$ cat src/rtl/opcode_alu_pkg.sv
package opcode_alu_pkg;

   localparam int FN_W = 5;

   typedef enum logic [FN_W-1:0] {
      FN_ADD = 5'h00,
      FN_SUB = 5'h01,
      FN_MUL = 5'h02,
      FN_EQ  = 5'h05,
      FN_LT  = 5'h07,
      FN_SLL = 5'h08,
      FN_SRL = 5'h09,
      FN_SRA = 5'h0B,
      FN_LE  = 5'h0D
   } fn_code_e;

   typedef enum logic [1:0] {
      SH_LEFT        = 2'd0,
      SH_RIGHT_LOG   = 2'd1,
      SH_RIGHT_ARITH = 2'd2
   } shift_kind_e;

   typedef struct packed {
      logic zero;
      logic ovf;
      logic neg;
   } alu_flags_t;

endpackage

$ cat src/rtl/opcode_alu_addsub.sv
module opcode_alu_addsub
   import opcode_alu_pkg::*;
#(
   parameter int WIDTH           = 32,
   parameter bit EXPLICIT_RIPPLE = 1'b0
) (
   input  logic [WIDTH-1:0] a_i,
   input  logic [WIDTH-1:0] b_i,
   input  logic             sub_i,
   output logic [WIDTH-1:0] sum_o,
   output alu_flags_t       flags_o
);

   localparam int MSB = WIDTH - 1;

   logic [WIDTH-1:0] b_eff;
   assign b_eff = sub_i ? ~b_i : b_i;

   if (EXPLICIT_RIPPLE) begin : g_ripple
      logic [WIDTH-1:0] carry;
      assign carry[0] = sub_i;
      for (genvar i = 0; i < WIDTH; i++) begin : g_bit
         assign sum_o[i] = a_i[i] ^ b_eff[i] ^ carry[i];
         if (i < WIDTH - 1) begin : g_carry
            assign carry[i+1] = (a_i[i] & b_eff[i]) | (carry[i] & (a_i[i] ^ b_eff[i]));
         end
      end
   end else begin : g_operator
      assign sum_o = a_i + b_eff + {{(WIDTH-1){1'b0}}, sub_i};
   end

   assign flags_o.zero = ~|sum_o;
   assign flags_o.neg  = sum_o[MSB];
   assign flags_o.ovf  = (a_i[MSB] == b_eff[MSB]) && (sum_o[MSB] != a_i[MSB]);

   // Overflow is impossible for mixed-sign add or same-sign subtract
   always_comb begin
      if (!sub_i && (a_i[MSB] != b_i[MSB])) begin
         p_add_mixed_no_ovf_r3: assert (!flags_o.ovf)
            else $error("R3: overflow flagged on mixed-sign add");
      end
      if (sub_i && (a_i[MSB] == b_i[MSB])) begin
         p_sub_same_no_ovf_r3: assert (!flags_o.ovf)
            else $error("R3: overflow flagged on same-sign subtract");
      end
      if (flags_o.zero) begin
         p_zero_not_neg_r2: assert (!flags_o.neg)
            else $error("R2: zero and negative both set");
      end
   end

endmodule

$ cat src/rtl/opcode_alu_shifter.sv
module opcode_alu_shifter
   import opcode_alu_pkg::*;
#(
   parameter int WIDTH      = 32,
   parameter bit LOG_STAGES = 1'b1,
   localparam int SHW       = $clog2(WIDTH)
) (
   input  logic [WIDTH-1:0] a_i,
   input  logic [SHW-1:0]   amt_i,
   input  shift_kind_e      kind_i,
   output logic [WIDTH-1:0] y_o
);

   localparam int MSB = WIDTH - 1;

   if (LOG_STAGES) begin : g_stages
      logic [WIDTH-1:0] stage [SHW+1];
      logic             fill;
      assign fill     = (kind_i == SH_RIGHT_ARITH) & a_i[MSB];
      assign stage[0] = a_i;
      for (genvar k = 0; k < SHW; k++) begin : g_stage
         localparam int D = 1 << k;
         logic [WIDTH-1:0] moved;
         assign moved = (kind_i == SH_LEFT)
                        ? {stage[k][WIDTH-1-D:0], {D{1'b0}}}
                        : {{D{fill}}, stage[k][WIDTH-1:D]};
         assign stage[k+1] = amt_i[k] ? moved : stage[k];
      end
      assign y_o = stage[SHW];
   end else begin : g_operator
      always_comb begin
         unique case (kind_i)
            SH_LEFT:      y_o = a_i << amt_i;
            SH_RIGHT_LOG: y_o = a_i >> amt_i;
            default:      y_o = $unsigned($signed(a_i) >>> amt_i);
         endcase
      end
   end

   // Zero amount leaves A unchanged; arithmetic fill keeps the sign
   always_comb begin
      if (amt_i == '0) begin
         p_zero_amount_identity_r6: assert (y_o == a_i)
            else $error("R6: zero shift changed the operand");
      end
      if ((kind_i == SH_RIGHT_ARITH) && a_i[MSB]) begin
         p_arith_keeps_sign_r7: assert (y_o[MSB])
            else $error("R7: arithmetic shift lost the sign");
      end
   end

endmodule

$ cat src/rtl/opcode_alu_bool.sv
module opcode_alu_bool #(
   parameter int WIDTH = 32
) (
   input  logic [3:0]       tt_i,
   input  logic [WIDTH-1:0] a_i,
   input  logic [WIDTH-1:0] b_i,
   output logic [WIDTH-1:0] y_o
);

   for (genvar i = 0; i < WIDTH; i++) begin : g_bit
      assign y_o[i] = tt_i[{b_i[i], a_i[i]}];
   end

   // Known truth tables produce the matching word operations
   always_comb begin
      if (tt_i == 4'h8) begin
         p_table_and_r5: assert (y_o == (a_i & b_i))
            else $error("R5: table 8 is not AND");
      end
      if (tt_i == 4'h6) begin
         p_table_xor_r5: assert (y_o == (a_i ^ b_i))
            else $error("R5: table 6 is not XOR");
      end
   end

endmodule

$ cat src/rtl/opcode_alu_mult.sv
module opcode_alu_mult #(
   parameter int WIDTH    = 32,
   parameter bit UNROLLED = 1'b0
) (
   input  logic [WIDTH-1:0] a_i,
   input  logic [WIDTH-1:0] b_i,
   output logic [WIDTH-1:0] p_o
);

   if (UNROLLED) begin : g_shift_add
      logic [WIDTH-1:0] acc [WIDTH+1];
      assign acc[0] = '0;
      for (genvar i = 0; i < WIDTH; i++) begin : g_row
         assign acc[i+1] = acc[i] + ({WIDTH{b_i[i]}} & (a_i << i));
      end
      assign p_o = acc[WIDTH];
   end else begin : g_operator
      assign p_o = a_i * b_i;
   end

   // Unit and zero multipliers
   always_comb begin
      if (b_i == {{(WIDTH-1){1'b0}}, 1'b1}) begin
         p_times_one_r8: assert (p_o == a_i)
            else $error("R8: product by one differs from A");
      end
      if (b_i == '0) begin
         p_times_zero_r8: assert (p_o == '0)
            else $error("R8: product by zero is nonzero");
      end
   end

endmodule

$ cat src/rtl/opcode_alu.sv
module opcode_alu
   import opcode_alu_pkg::*;
#(
   parameter int WIDTH           = 32,
   parameter bit EXPLICIT_RIPPLE = 1'b0,
   parameter bit LOG_SHIFTER     = 1'b1,
   parameter bit UNROLLED_MUL    = 1'b0
) (
   input  logic [4:0]       fn_i,
   input  logic [WIDTH-1:0] a_i,
   input  logic [WIDTH-1:0] b_i,
   output logic [WIDTH-1:0] y_o,
   output logic             zero_o,
   output logic             ovf_o,
   output logic             neg_o
);

   localparam int SHW = $clog2(WIDTH);

   if ((WIDTH < 8) || ((WIDTH & (WIDTH - 1)) != 0)) begin : g_bad_width
      $error("opcode_alu: WIDTH must be a power of two of at least 8");
   end

   logic [WIDTH-1:0] sum, sh_res, bool_res, prod;
   alu_flags_t       flags;
   shift_kind_e      sh_kind;
   logic             lt_bit;

   opcode_alu_addsub #(
      .WIDTH          (WIDTH),
      .EXPLICIT_RIPPLE(EXPLICIT_RIPPLE)
   ) u_addsub (
      .a_i    (a_i),
      .b_i    (b_i),
      .sub_i  (fn_i[0]),
      .sum_o  (sum),
      .flags_o(flags)
   );

   always_comb begin
      unique case (fn_i)
         FN_SRL:  sh_kind = SH_RIGHT_LOG;
         FN_SRA:  sh_kind = SH_RIGHT_ARITH;
         default: sh_kind = SH_LEFT;
      endcase
   end

   opcode_alu_shifter #(
      .WIDTH     (WIDTH),
      .LOG_STAGES(LOG_SHIFTER)
   ) u_shifter (
      .a_i   (a_i),
      .amt_i (b_i[SHW-1:0]),
      .kind_i(sh_kind),
      .y_o   (sh_res)
   );

   opcode_alu_bool #(
      .WIDTH(WIDTH)
   ) u_bool (
      .tt_i(fn_i[3:0]),
      .a_i (a_i),
      .b_i (b_i),
      .y_o (bool_res)
   );

   opcode_alu_mult #(
      .WIDTH   (WIDTH),
      .UNROLLED(UNROLLED_MUL)
   ) u_mult (
      .a_i(a_i),
      .b_i(b_i),
      .p_o(prod)
   );

   assign lt_bit = flags.neg ^ flags.ovf;

   always_comb begin
      if (fn_i[4]) begin
         y_o = bool_res;
      end else begin
         unique case (fn_i)
            FN_ADD, FN_SUB:         y_o = sum;
            FN_MUL:                 y_o = prod;
            FN_EQ:                  y_o = {{(WIDTH-1){1'b0}}, flags.zero};
            FN_LT:                  y_o = {{(WIDTH-1){1'b0}}, lt_bit};
            FN_LE:                  y_o = {{(WIDTH-1){1'b0}}, lt_bit | flags.zero};
            FN_SLL, FN_SRL, FN_SRA: y_o = sh_res;
            default:                y_o = '0;
         endcase
      end
   end

   assign zero_o = flags.zero;
   assign ovf_o  = flags.ovf;
   assign neg_o  = flags.neg;

   // Compare results agree with the flags leaving the port; idle codes give zero
   always_comb begin
      if (fn_i == FN_EQ) begin
         p_eq_follows_zero_r4: assert (y_o == {{(WIDTH-1){1'b0}}, zero_o})
            else $error("R4: equality result disagrees with Z");
      end
      if (fn_i == FN_LT) begin
         p_lt_follows_flags_r4: assert (y_o == {{(WIDTH-1){1'b0}}, neg_o ^ ovf_o})
            else $error("R4: less-than result disagrees with N^V");
      end
      if ((fn_i == FN_LE) && zero_o) begin
         p_le_true_on_zero_r4: assert (y_o == {{(WIDTH-1){1'b0}}, 1'b1})
            else $error("R4: less-or-equal false on equal operands");
      end
      if (fn_i inside {5'h03, 5'h04, 5'h06, 5'h0A, 5'h0C, 5'h0E, 5'h0F}) begin
         p_idle_code_zero_r9: assert (y_o == '0)
            else $error("R9: unassigned code gave nonzero result");
      end
   end

endmodule

$ cat config.mk
export PLATFORM = sky130hd
export DESIGN_NAME = opcode_alu
export DESIGN_NICKNAME = d
export VERILOG_FILES = /design/src/rtl/opcode_alu_pkg.sv /design/src/rtl/opcode_alu_addsub.sv /design/src/rtl/opcode_alu_shifter.sv /design/src/rtl/opcode_alu_bool.sv /design/src/rtl/opcode_alu_mult.sv /design/src/rtl/opcode_alu.sv
export SDC_FILE = /design/constraint.sdc
export NUM_CORES = 2
export LEC_CHECK = 0
export BUFFER_PORTS_ARGS = -buffer_cell sky130_fd_sc_hd__buf_4
export CAP_MARGIN = 5
export CORE_ASPECT_RATIO = 1.1
export CORE_UTILIZATION = 55
export DETAILED_ROUTE_END_ITERATION = 6
export PLACE_DENSITY = 0.7
export SLEW_MARGIN = 15
export SYNTH_ARGS = -nofsm -noshare
export SYNTH_HDL_FRONTEND = slang
export SYNTH_HIERARCHICAL = 1
export SYNTH_SLANG_ARGS = --single-unit
$ cat constraint.sdc
create_clock -name vclk -period 13.13
set_input_delay 2.626 -clock vclk [all_inputs]
set_output_delay 2.626 -clock vclk [all_outputs]
set_load 0.03 [all_outputs]
# After elaboration in Yosys (flattened, before gate mapping)
# Index checks and enable logic that the tools add are counted.
dict set report totals {
  register_bits 0
  in_bits 69
  out_inout_bits 35
  wordCells 135
}
dict set report classes {
  n_addsub 2
  mul 1
  magnitude_cmp 32
  n_eq_ne 11
  muxes 78
  n_bitwise 4
  reduce_logical 7
}
# op n
set ops {}
lappend ops {{$mux 32} 12}
lappend ops {{$pmux 32 s6} 1}
lappend ops {{$lt 2x3->1 const B} 32}
lappend ops {{$bmux 1 s2} 32}
lappend ops {{$add 32x1->32} 1}
lappend ops {{$add 32x32->32} 1}
lappend ops {{$mul 32x32->32} 1}
lappend ops {{$mux 1} 32}
lappend ops {{$not 32->32} 1}
lappend ops {{$reduce_or 32->1} 1}
lappend ops {{$eq 5x4->1 const B} 4}
lappend ops {{$eq 5x3->1 const B} 2}
lappend ops {{$eq 5x1->1 const B} 1}
lappend ops {{$eq 5x2->1 const B} 1}
lappend ops {{$logic_not 5->1} 1}
lappend ops {{$pmux 2 s2} 1}
lappend ops {{$reduce_or 3->1} 1}
lappend ops {{$eq 2x2->1 const B} 1}
lappend ops {{$logic_not 2->1} 1}
lappend ops {{$reduce_or 2->1} 1}
lappend ops {{$and 1x1->1} 1}
lappend ops {{$eq 1x1->1} 1}
lappend ops {{$logic_and 1x1->1} 1}
lappend ops {{$logic_not 1->1} 1}
lappend ops {{3 further kinds} 3}

# Longest topological paths before layout
dict set report depth {
  depth_word 16
  ltp_mapped 29
  mapped_depth_nobuf 26
}

# Modules after synthesis
# Netlist, hierarchy kept.
# mod n_inst cells_each area_per_inst_um2 seq_area_each_um2
set modules_own_cells {}
lappend modules_own_cells {opcode_alu_mult 1 1714 15827.7 0.0}
lappend modules_own_cells {opcode_alu_shifter 1 709 4575.6 0.0}
lappend modules_own_cells {opcode_alu_addsub 1 323 2297.2 0.0}
lappend modules_own_cells {opcode_alu 1 97 920.9 0.0}
lappend modules_own_cells {opcode_alu_bool 1 44 780.7 0.0}

# Worst setup path before layout
# OpenSTA, ideal clock, no wires.
dict set report synth_path {
  path_kind {input to output}
  start {input b_i[3]}
  end {output y_o[31]}
  t_arrival_ns 9.320
  required_time_ns 10.504
  slack_ns 1.184
  path_stages 27
  path_buffers 3
  cell_sequence {clkbuf_1 > clkbuf_1 > and2_1 > fa_1 > inv_1 > fa_1 > fa_1 > fa_1 > inv_1 > fa_1 > inv_1 > fa_1 > inv_1 > fa_1 > fa_1 > ha_1 > buf_2 > nand2_1 > o21ai_0 > a31oi_1 > nand2_1 > a31oi_1 > o311ai_0 > nand2_1 > xnor2_1 > a32o_1 > a221o_1}
}
dict set report synth_via {
  elab_cells_between_ends 10
  cone_classes {add/sub (2); mul (1); mux (6); bitwise (1)}
}
# element line
set synth_rtl {}
lappend synth_rtl {{start: declaration} opcode_alu.sv:11} ;# input logic [WIDTH-1:0] b_i,
lappend synth_rtl {{$mul 32x32->32} opcode_alu_mult.sv:18} ;# assign p_o = a_i * b_i;
lappend synth_rtl {{net prod[31]} opcode_alu.sv:24} ;# logic [WIDTH-1:0] sum, sh_res, bool_res, prod;
lappend synth_rtl {{$pmux 32 s6} opcode_alu.sv:82} ;# unique case (fn_i)
lappend synth_rtl {{$mux 32} opcode_alu.sv:79} ;# if (fn_i[4]) begin
lappend synth_rtl {{end: declaration} opcode_alu.sv:12} ;# output logic [WIDTH-1:0] y_o,
# The timed path passes the listed nets, and every way through them passes these cells.

# Final worst setup path
dict set report layout_path {
  start {input b_i[3]}
  end {output y_o[30]}
}
# Same word-level chain as after synthesis.

==> results.sh <==
export IMPL_synth_seq_area_share=0
export IMPL_synth_distinct_cells=110
export IMPL_required_ps=10500
export IMPL_overflow=0
export IMPL_cts_hold_buf=0
export IMPL_fill_cells=3941
export IMPL_fp_row_count=80
export IMPL_crit_path_start_kind="input port"
export IMPL_timing_hold_violations_final=0
export IMPL_cp_slowest_stage_delay_ps=560
export IMPL_drv_slew=0
export IMPL_post_route_period_util=0.953
export IMPL_cp_max_fo=19
export IMPL_routedWlPerCell_um=29.3
export IMPL_nFlopsAndLatches=0
export IMPL_met1Wirelength_mm=37.0
export IMPL_cts_setup_buffers=0
export IMPL_ios=104
export IMPL_grt_pass1_wl_mm=148
export IMPL_drc=0
export IMPL_max_freq_ghz=0.0799
export IMPL_drt_first_pass_iters=7
export IMPL_hp_class="in -> out"
export IMPL_setup_worst_path_end_class="output pin"
export IMPL_layout_common_cells="409 x fa_1, 382 x inv_1, 376 x and2_1"
export IMPL_tns_ps=0
export IMPL_seqCellArea_um2=0
export IMPL_die_x_um=203
export IMPL_crit_start="b_i[3]"
export IMPL_drive_gt1_frac=0.0897
export IMPL_core_mm2=0.0435
export IMPL_rsz0062_at_grt="false"
export IMPL_grt_pass1_vias=23500
export IMPL_cp_cell_sequence="buf_4 > buf_4 > and2_1 > fa_1 > inv_1 > fa_1 > fa_1 > fa_1 > inv_1 > fa_1 > fa_1 > fa_1 > fa_1 > ha_1 > a21oi_1 > o21ai_0 > a31o_1 > a21oi_2 > o311ai_2 > a221oi_2 > xnor2_1 > a32o_1 > a221o_1 > buf_4"
export IMPL_syn_to_final_growth_pct=3.56
export IMPL_dr_max_layer_used="met5"
export IMPL_fin_area_mm2=0.0253
export IMPL_antenna_found_initial=5
export IMPL_cp_common_cell="fa_1"
export IMPL_setup_viol=0
export IMPL_crit_family="adder cells"
export IMPL_finalCriticalPeriod_ps=12510
export IMPL_cp_buffers_inverters=5
export IMPL_io_buffer_count=104
export IMPL_crit_path_top_delay_cell="fa_1"
export IMPL_worstSetupPathType="in -> out"
export IMPL_die_height_um=223
export IMPL_grt_max_degree=62
export IMPL_multi_input_area_mm2=0.0220
export IMPL_gp_congestion=1.11
export IMPL_met2_length_mm=45.2
export IMPL_via_per_inst=6.79
export IMPL_final_common_cell="fa_1"
export IMPL_vias=23100
export IMPL_syn_inst=2887
export IMPL_holdPathStages=4
export IMPL_arrival_ps=9890
export IMPL_initial_core_util=0.560
export IMPL_dieArea_mm2=0.0452
export IMPL_finalCoreUtilization=0.580
export IMPL_drt_iter0_drc=2822
export IMPL_min_from="b_i[31]"
export IMPL_nClkBuffers=0
export IMPL_post_synth_cell_area_avg_um2=8.45
export IMPL_syn_nets=3521
export IMPL_synth_area_mm2=0.0244
export IMPL_gr_usage_all_layers=0.442
export IMPL_placed_cell_area_mm2=0.0253
export IMPL_dpl_hpwl_mm=75.2
export IMPL_status="finished clean"
export IMPL_wl_mm=100
export IMPL_met3RoutedLength_mm=9.56
export IMPL_yosys_warnings=6
export IMPL_worst_slew_pin_slew_ps=1290
export IMPL_ant_nets=0
export IMPL_cts_resized=0
export IMPL_slew_headroom=0.134
export IMPL_hold_path_end="y_o[31]"
export IMPL_nNetsFinal=3468
export IMPL_max_cap_viol_count=0
per-stage QoR:
step                std cells  worst slack, ps  hold WS [ps]
detailed placement       3406              730          5850
CTS                      3406              687          5870
finish                   3408              616          5880
floorplan                2887             1180          5610
global placement         3406              805          5850
global route             3406              324          5890
worst max-delay path by stage:
stage	slack, ps	end	depth (start not counted)
detailed placement	730	y_o[30]	24
finish	620	y_o[30]	24
floorplan	1180	y_o[31]	27
CTS	690	y_o[31]	26
global route	320	y_o[31]	27
global placement	810	y_o[27]	25
tightest hold or removal path, delay by kind of cell:
| family | cells | cell delay (ps) |
|---|---|---|
| buffers and inverters | 2 | 290 |
| muxes | 1 | 180 |
| AOI/OAI and AO/OA | 1 | 150 |
logic make-up (layout without fill, tap and decap cells):
family | Yosys count | after routing | share of synthesized area
multiplexers | 85 | 85 | 0.0551
AO/OA/AOI/OAI | 589 | 589 | 0.176
other | 0 | 2 | 0
adder cells (fa/ha/maj) | 565 | 565 | 0.416
AND/OR/NAND/NOR | 913 | 913 | 0.200
buffers and inverters | 586 | 531 | 0.0991
XOR/XNOR | 149 | 149 | 0.0535
final cells by class:
type | instances | area share
Timing Repair Buffer | 147 | 0.0437
Inverter | 384 | 0.0570
Multi-Input combinational cell | 2301 | 0.871
Antenna cell | 2 | 0.000198
Tap cell | 574 | 0.0284
Yosys cell counts (12+ instances only):
library cell  instances  area (um2)
fa_1                409        8190
inv_1               383        1440
and2_1              376        2350
nand2_1             271        1020
ha_1                156        1950
a21oi_1             121         606
clkbuf_1            120         450
nor2_1              105         394
o21ai_0              93         465
xnor2_1              89         780
xor2_1               60         526
buf_2                45         225
a221o_1              38         380
mux4_2               38         856
a32o_1               34         340
mux2i_1              34         340
a21o_1               31         233
a211oi_1             30         225
nor3_1               26         130
a31oi_1              25         156
nand2b_1             21         131
o211ai_1             18         135
a211o_1              16         140
a311oi_1             15         131
nand4_1              15        93.8
nand3_1              14        70.1
buf_4                13        97.6
mux2_2               12         135
nor2b_1              12        75.1
o22ai_1              12        75.1
layer usage:
layer	track usage	vias to the layer above
met5	0	-
met2	0.697	1569
met3	0.0856	374
met4	0.298	4
met1	0.550	11700
li1	-	9540
